--- src/rtl/rotor_key_reduce.sv ---
module rotor_key_reduce #(
    parameter int CHAR_W    = 8,
    parameter int ALPHA_LEN = 26,
    parameter bit FORWARD   = 1'b1
) (
    input  logic signed [CHAR_W-1:0] shift_i,
    output logic        [CHAR_W-1:0] step_o
);
    localparam int EXT_W = CHAR_W + 1;
    localparam logic signed [EXT_W-1:0] LEN_S = EXT_W'(ALPHA_LEN);

    logic signed [EXT_W-1:0] wide_s;
    logic signed [EXT_W-1:0] rem_s;
    logic signed [EXT_W-1:0] norm_s;

    always_comb begin
        wide_s = {shift_i[CHAR_W-1], shift_i};
        rem_s  = wide_s % LEN_S;
        norm_s = (rem_s < 0) ? rem_s + LEN_S : rem_s;
    end

    generate
        if (FORWARD) begin : g_fwd
            assign step_o = norm_s[CHAR_W-1:0];
        end else begin : g_rev
            logic signed [EXT_W-1:0] comp_s;
            assign comp_s = (norm_s == '0) ? '0 : LEN_S - norm_s;
            assign step_o = comp_s[CHAR_W-1:0];
        end
    endgenerate

endmodule

--- src/rtl/rotor_char_map.sv ---
module rotor_char_map #(
    parameter int CHAR_W    = 8,
    parameter int ALPHA_LEN = 26
) (
    input  logic [CHAR_W-1:0] ch_i,
    input  logic [CHAR_W-1:0] step_i,
    output logic [CHAR_W-1:0] ch_o
);
    localparam logic [CHAR_W-1:0] UP_FIRST = CHAR_W'(8'h41);
    localparam logic [CHAR_W-1:0] UP_LAST  = CHAR_W'(8'h5A);
    localparam logic [CHAR_W-1:0] LO_FIRST = CHAR_W'(8'h61);
    localparam logic [CHAR_W-1:0] LO_LAST  = CHAR_W'(8'h7A);
    localparam logic [CHAR_W-1:0] LEN_U    = CHAR_W'(ALPHA_LEN);

    logic              is_up;
    logic              is_lo;
    logic [CHAR_W-1:0] base;
    logic [CHAR_W-1:0] sum;
    logic [CHAR_W-1:0] folded;

    always_comb begin
        is_up  = (ch_i >= UP_FIRST) && (ch_i <= UP_LAST);
        is_lo  = (ch_i >= LO_FIRST) && (ch_i <= LO_LAST);
        base   = is_up ? UP_FIRST : LO_FIRST;
        sum    = ch_i + step_i;
        folded = sum - LEN_U;
        if (!(is_up || is_lo)) begin
            ch_o = ch_i;
        end else if (folded >= base) begin
            ch_o = folded;
        end else begin
            ch_o = sum;
        end
    end

endmodule

--- src/rtl/letter_rotor.sv ---
module letter_rotor #(
    parameter int CHAR_W    = 8,
    parameter int ALPHA_LEN = 26,
    parameter bit FORWARD   = 1'b1
) (
    input  logic                     clk,
    input  logic                     rst,
    input  logic                     in_valid,
    input  logic        [CHAR_W-1:0] in_char,
    input  logic signed [CHAR_W-1:0] in_shift,
    output logic                     out_valid,
    output logic        [CHAR_W-1:0] out_char
);
    typedef struct packed {
        logic              valid;
        logic [CHAR_W-1:0] ch;
    } stage_t;

    logic [CHAR_W-1:0] step;
    logic [CHAR_W-1:0] mapped;
    stage_t            stage_d;
    stage_t            stage_q;

    rotor_key_reduce #(
        .CHAR_W    (CHAR_W),
        .ALPHA_LEN (ALPHA_LEN),
        .FORWARD   (FORWARD)
    ) i_key (
        .shift_i (in_shift),
        .step_o  (step)
    );

    rotor_char_map #(
        .CHAR_W    (CHAR_W),
        .ALPHA_LEN (ALPHA_LEN)
    ) i_map (
        .ch_i   (in_char),
        .step_i (step),
        .ch_o   (mapped)
    );

    always_comb begin
        stage_d       = stage_q;
        stage_d.valid = in_valid;
        if (in_valid) begin
            stage_d.ch = mapped;
        end
    end

    always_ff @(posedge clk) begin
        if (rst) begin
            stage_q <= '0;
        end else begin
            stage_q <= stage_d;
        end
    end

    assign out_valid = stage_q.valid;
    assign out_char  = stage_q.ch;

endmodule

--- config.mk ---
export PLATFORM = sky130hd
export DESIGN_NAME = letter_rotor
export DESIGN_NICKNAME = d
export VERILOG_FILES = /design/src/rtl/rotor_key_reduce.sv /design/src/rtl/rotor_char_map.sv /design/src/rtl/letter_rotor.sv
export SDC_FILE = /design/constraint.sdc
export NUM_CORES = 1
export LEC_CHECK = 0
export CAP_MARGIN = 20
export CORE_UTILIZATION = 52
export DETAILED_ROUTE_END_ITERATION = 8
export PLACE_DENSITY_LB_ADDON = 0.25
export SETUP_SLACK_MARGIN = 0.5
export SYNTH_ARGS = -nofsm -noshare
export SYNTH_HDL_FRONTEND = slang
export SYNTH_SLANG_ARGS = --single-unit
--- constraint.sdc ---
create_clock -name clk -period 7.1 [get_ports clk]
set_input_delay 0.71 -clock clk [delete_from_list [all_inputs] [get_ports clk]]
set_output_delay 0.71 -clock clk [all_outputs]
set_load 0.1 [all_outputs]
==> results.md, run 1 <==
- Clock Root Buffer: clkbuf_8
- Synth warn: 0
- Stop err: [ERROR DPL-0033] detailed placement checks failed during check placement.
- Cells after Synth: about 310
- Syn avg cell area: about 7.4 µm²
- Die H: 68.8 µm
- Sequential share of the synthesized area: between 7 and 8%
- FFs w/ async S/R, synth: 0%
- Post-synth EDFFs: 0
- Synthesized net count: 345
- PortBufs: 27
- Post-synth top flop: dfxtp_1
- Status: did not finish
- CTS Buffer Depth: 2
- Exit stage: 4_1_cts
- Total CTS buffers: 3
- Ports: 28
- DP Cell Count: 473
- FP Rows: 23
- Pre-CTS setup slack: -473 ps
- H-tree levels: 1
- Post-CTS Hold Buffers: 0
- Seq cells post-synth: 9
- DIE WIDTH: 68.8 µm
- # resized after CTS: between 70 and 80
- Setup bufs post-CTS: 48
- Starting Density: between 50% and 60%
- Post-DP HPWL: about 6.5 mm
- Synth unique cells: 78
- Cell area after synthesis: around 2300 µm²
- Clock sinks: 9
- Final Wtd Congestion: around 0.92
[synthesized netlist by cell type, drive strengths merged (8+ instances only)]
cell type  number  area [µm²]
nand2          26        97.6
nor2           26         100
o21ai          18        90.1
xnor2          17         149
a21oi          14        70.1
inv            14        52.6
ha             13         163
nor3           13        70.1
buf            10        75.1
dfxtp           9         180
a211oi          8        60.1
nand2b          8        50.1
nor2b           8        57.6
[cells by family after synthesis]
| kind of cell | share of synthesized area, % |
|---|---|
| buffers and inverters | 6.15 |
| flip-flops | 7.77 |
| AO/OA/AOI/OAI | 37.1 |
| XOR/XNOR | 8.31 |
| multiplexers | 5.61 |
| AND/OR/NAND/NOR | 27.2 |
| adder cells (fa/ha/maj) | 7.88 |
[through the flow]
stage / hold WS, ps / TNS (ps) / instance area (µm²)
2_1_floorplan: 882 / 0 / 2450
3_3_place_gp: 472 / -1720 / 3420
3_5_place_dp: 479 / -2590 / 3420
==> run 2: changes to the inputs <==
Settings changed: CORE_UTILIZATION 52 to 40, PLACE_DENSITY_LB_ADDON 0.25 to 0.15, SETUP_SLACK_MARGIN 0.5 to default.
Clock period 7.1 ns to 9.2 ns, I/O delays scaled along.
==> results.md, run 2 <==
- Vias/cell: a little over 6
- CTS Buffer Depth: 2
- Grt ovf: 0
- Family with the most delay on the worst path: compound AO/OA/AOI/OAI gates
- Final wirelength: about 6.4 mm
- Startpoint types: input pin
- Layout cells sized above 1: between 10% and 20%
- WP data arrival: between 8000 and 9000 ps
- Final Hold Fails: 0
- Setup TNS: 0 ps
- Met1 Usage GRT: approximately 33%
- Die H: between 70 and 80 µm
- Xor and xnor area share after synthesis: 8.31%
- Synth warn: 0
- Clk Latency, worst-skew pair: roughly 230 ps
- FP Rows: 27
- Via count: about 2,500
- MaxCap Viol Count: 0
- Status: complete, no violations
- Ports: 28
- Post-synth top area share: between 7 and 8%
- Filler cells: approximately 550
- Die Area: 6100 µm²
- GRT Max-Usage Layer: met1
- ANT cells: 0
- Met3 usage: about 3%
- Total CTS buffers: 3
- Max Clock Skew: 0 ps
- Synth unique cells: 78
- Least-Margin Pin Slew: 971 ps
- Clock Root Buffer: clkbuf_8
- Sequential share of the synthesized area: between 7 and 8%
- Most common cell in the netlist: nand2_1
- Peak Freq: 116 MHz
- WP data required: 9360 ps
- Switch share: 52.9%
- CP Class: in -> reg
- Leakage power: approximately 1.1 nW
- Setup-failing EPs final: 0
- Power per cell area: 251 nW/µm²
- Synthesized net count: ~350
- Final Wtd Congestion: between 0.8 and 0.9
- Cells after Synth: between 300 and 400
- Post-synthesis mux area share: approximately 5.6%
- Final period util: between 90% and 100%
- Worst path slowest cell: clkdlybuf4s50_1
- Antenna violations before repair: 0
- CP max stage delay: ~670 ps
- Cell area after synthesis: about 2300 µm²
- DP Area: between 2000 and 3000 µm²
- VDD IR-drop max: roughly 0.12 mV
- Syn avg cell area: between 7 and 8 µm²
- Final nets: ~380
- Min Tclk post-route: approximately 8600 ps
- Starting Density: approximately two fifths
- Dominant cell type by area after synthesis: dfxtp_1
- PortBufs: 27
- Commonest non-fill, non-tap cell in the layout: clkdlybuf4s50_1
- Average wire per cell in the routed design: ~15 µm
- Sw power: 0.366 mW
- Setup crit end kind: register
- Synth Area in Compound Gates: a little under two fifths
- Post-DP HPWL: around 5.0 mm
- Hold crit path type: reg -> reg
- Seq cells post-synth: 9
- H-tree levels: 1
- Clock share of power: around 6.5%
- Share of total power in sequential cells: about 6.7%
- M2 GR Usage: a little under a third
- Int Pwr: around 0.33 mW
- First-pass GRT wire length: about 11 mm
- Max FFs per register: 8
- Largest net degree at the start of global routing: 19
- Most frequent cells in the layout: clkdlybuf4s50_1, nand2_1, nor2_1, xnor2_1
- Vias in the first global route: roughly 2,200
- Post-synth EDFFs: 0
- Crit Path Max Fanout: 9
- DIE WIDTH: just under 80 µm
- DR DRC count: 0
- Synth top cells by count: nand2_1, nor2_1, xnor2_1
- RSZ-0062 raised after global routing: false
- CP most frequent cell: ha_1
- FFs w/ async S/R, synth: 0%
- Relative slew margins: between 30% and 40%
- Pre-antenna DRT Iters: 5
- Post-Synth Adder-Cell Area: under 10%
- Largest family of logic cells by synthesized area: compound AO/OA/AOI/OAI gates
- Area Growth Syn to Fin: 19.1%
- Initial DRC Count: 209
- Post-Synth Simple-Gate Area: 27.2%
- Logic gate share of total power: 86.8%
- Top cells by area, synth: dfxtp_1, ha_1, xnor2_1
- Post-synth top flop: dfxtp_1
- Clock sinks: 9
- Core box area: ~5500 µm²
- CTS tree: yes
- Clk slew on worst S/H paths: 40 ps
- Worst Path Buf+Inv: 3
- Final Max Slew Viols: 0
- Final instance area: 2760 µm²
- Gr usage total: approximately a fifth
- Final ANT Viol Nets: 0
-- run 2: kinds of logic after synthesis --
group	after synthesis
and+or+nand+nor	118
AOI/OAI and AO/OA	109
buffers and inverters	28
xor gates and xnor gates	22
adders and majority gates	14
muxes	12
DFF	9
-- run 2: power groups by stage --
stage / registers [mW] / clock network, mW / logic, mW
after floorplan: 0.0838 / 0 / 0.420
after global placement: 0.0471 / 0 / 0.574
after detailed placement: 0.0473 / 0 / 0.573
after CTS: 0.0465 / 0.0459 / 0.576
after global routing: 0.0470 / 0.0483 / 0.660
final: 0.0465 / 0.0449 / 0.600
-- run 2: stage by stage --
stage / setup slack (ps) / power [mW] / instances / utilization (%) / hold slack (ps)
3_3_place_gp: 275 / 0.621 / 408 / 48.2 / 480
4_1_cts: 416 / 0.669 / 412 / 49.0 / 485
6_report: 582 / 0.692 / 414 / 49.8 / 498
5_1_grt: 84.9 / 0.755 / 414 / 49.8 / 500
2_1_floorplan: 1490 / 0.504 / 312 / - / 921
3_5_place_dp: 189 / 0.620 / 408 / 48.2 / 480
-- run 2: worst paths after layout --
path	startpoint	end	slack, ps	depth (start not counted)
worst max-delay path	in_shift[1]	out_char[2]	580	29
worst min-delay path	out_char[6]	out_char[6]	500	2
worst max register to register	out_char[4]	out_char[4]	8410	3
worst min register to register	out_char[6]	out_char[6]	500	2
-- run 2: metal layers --
metal	share of wire (%)	vias to the layer above	routed length (µm)
met5	0	-	0
met4	0	0	0
met3	5.7	0	362
met2	42	94	2670
met1	52	1174	3340
li1	-	1262	-
-- run 2: repair_timing --
item,4_1_cts,5_1_grt
resized for setup,0,5
hold buffers,0,0
buffers inserted,0,2
endpoints found under the setup margin,0,5
-- run 2: final cells by class --
class / count / area (µm²) / area share (%)
Sequential cell: 9 / 180 / 6.53
Inverter: 14 / 52.6 / 1.90
Multi-Input combinational cell: 275 / 2020 / 73.3
Clock buffer: 4 / 45.0 / 1.63
Tap cell: 72 / 90.1 / 3.26
Timing Repair Buffer: 40 / 368 / 13.3
-- run 2: worst reg2reg max path, stage by stage, from the launching register on --
cell and delay (ps):
dfxtp_1 320, nor2_1 50, a211oi_1 220, o21a_1 150
Note: power is estimated with default switching activity, not from simulation.
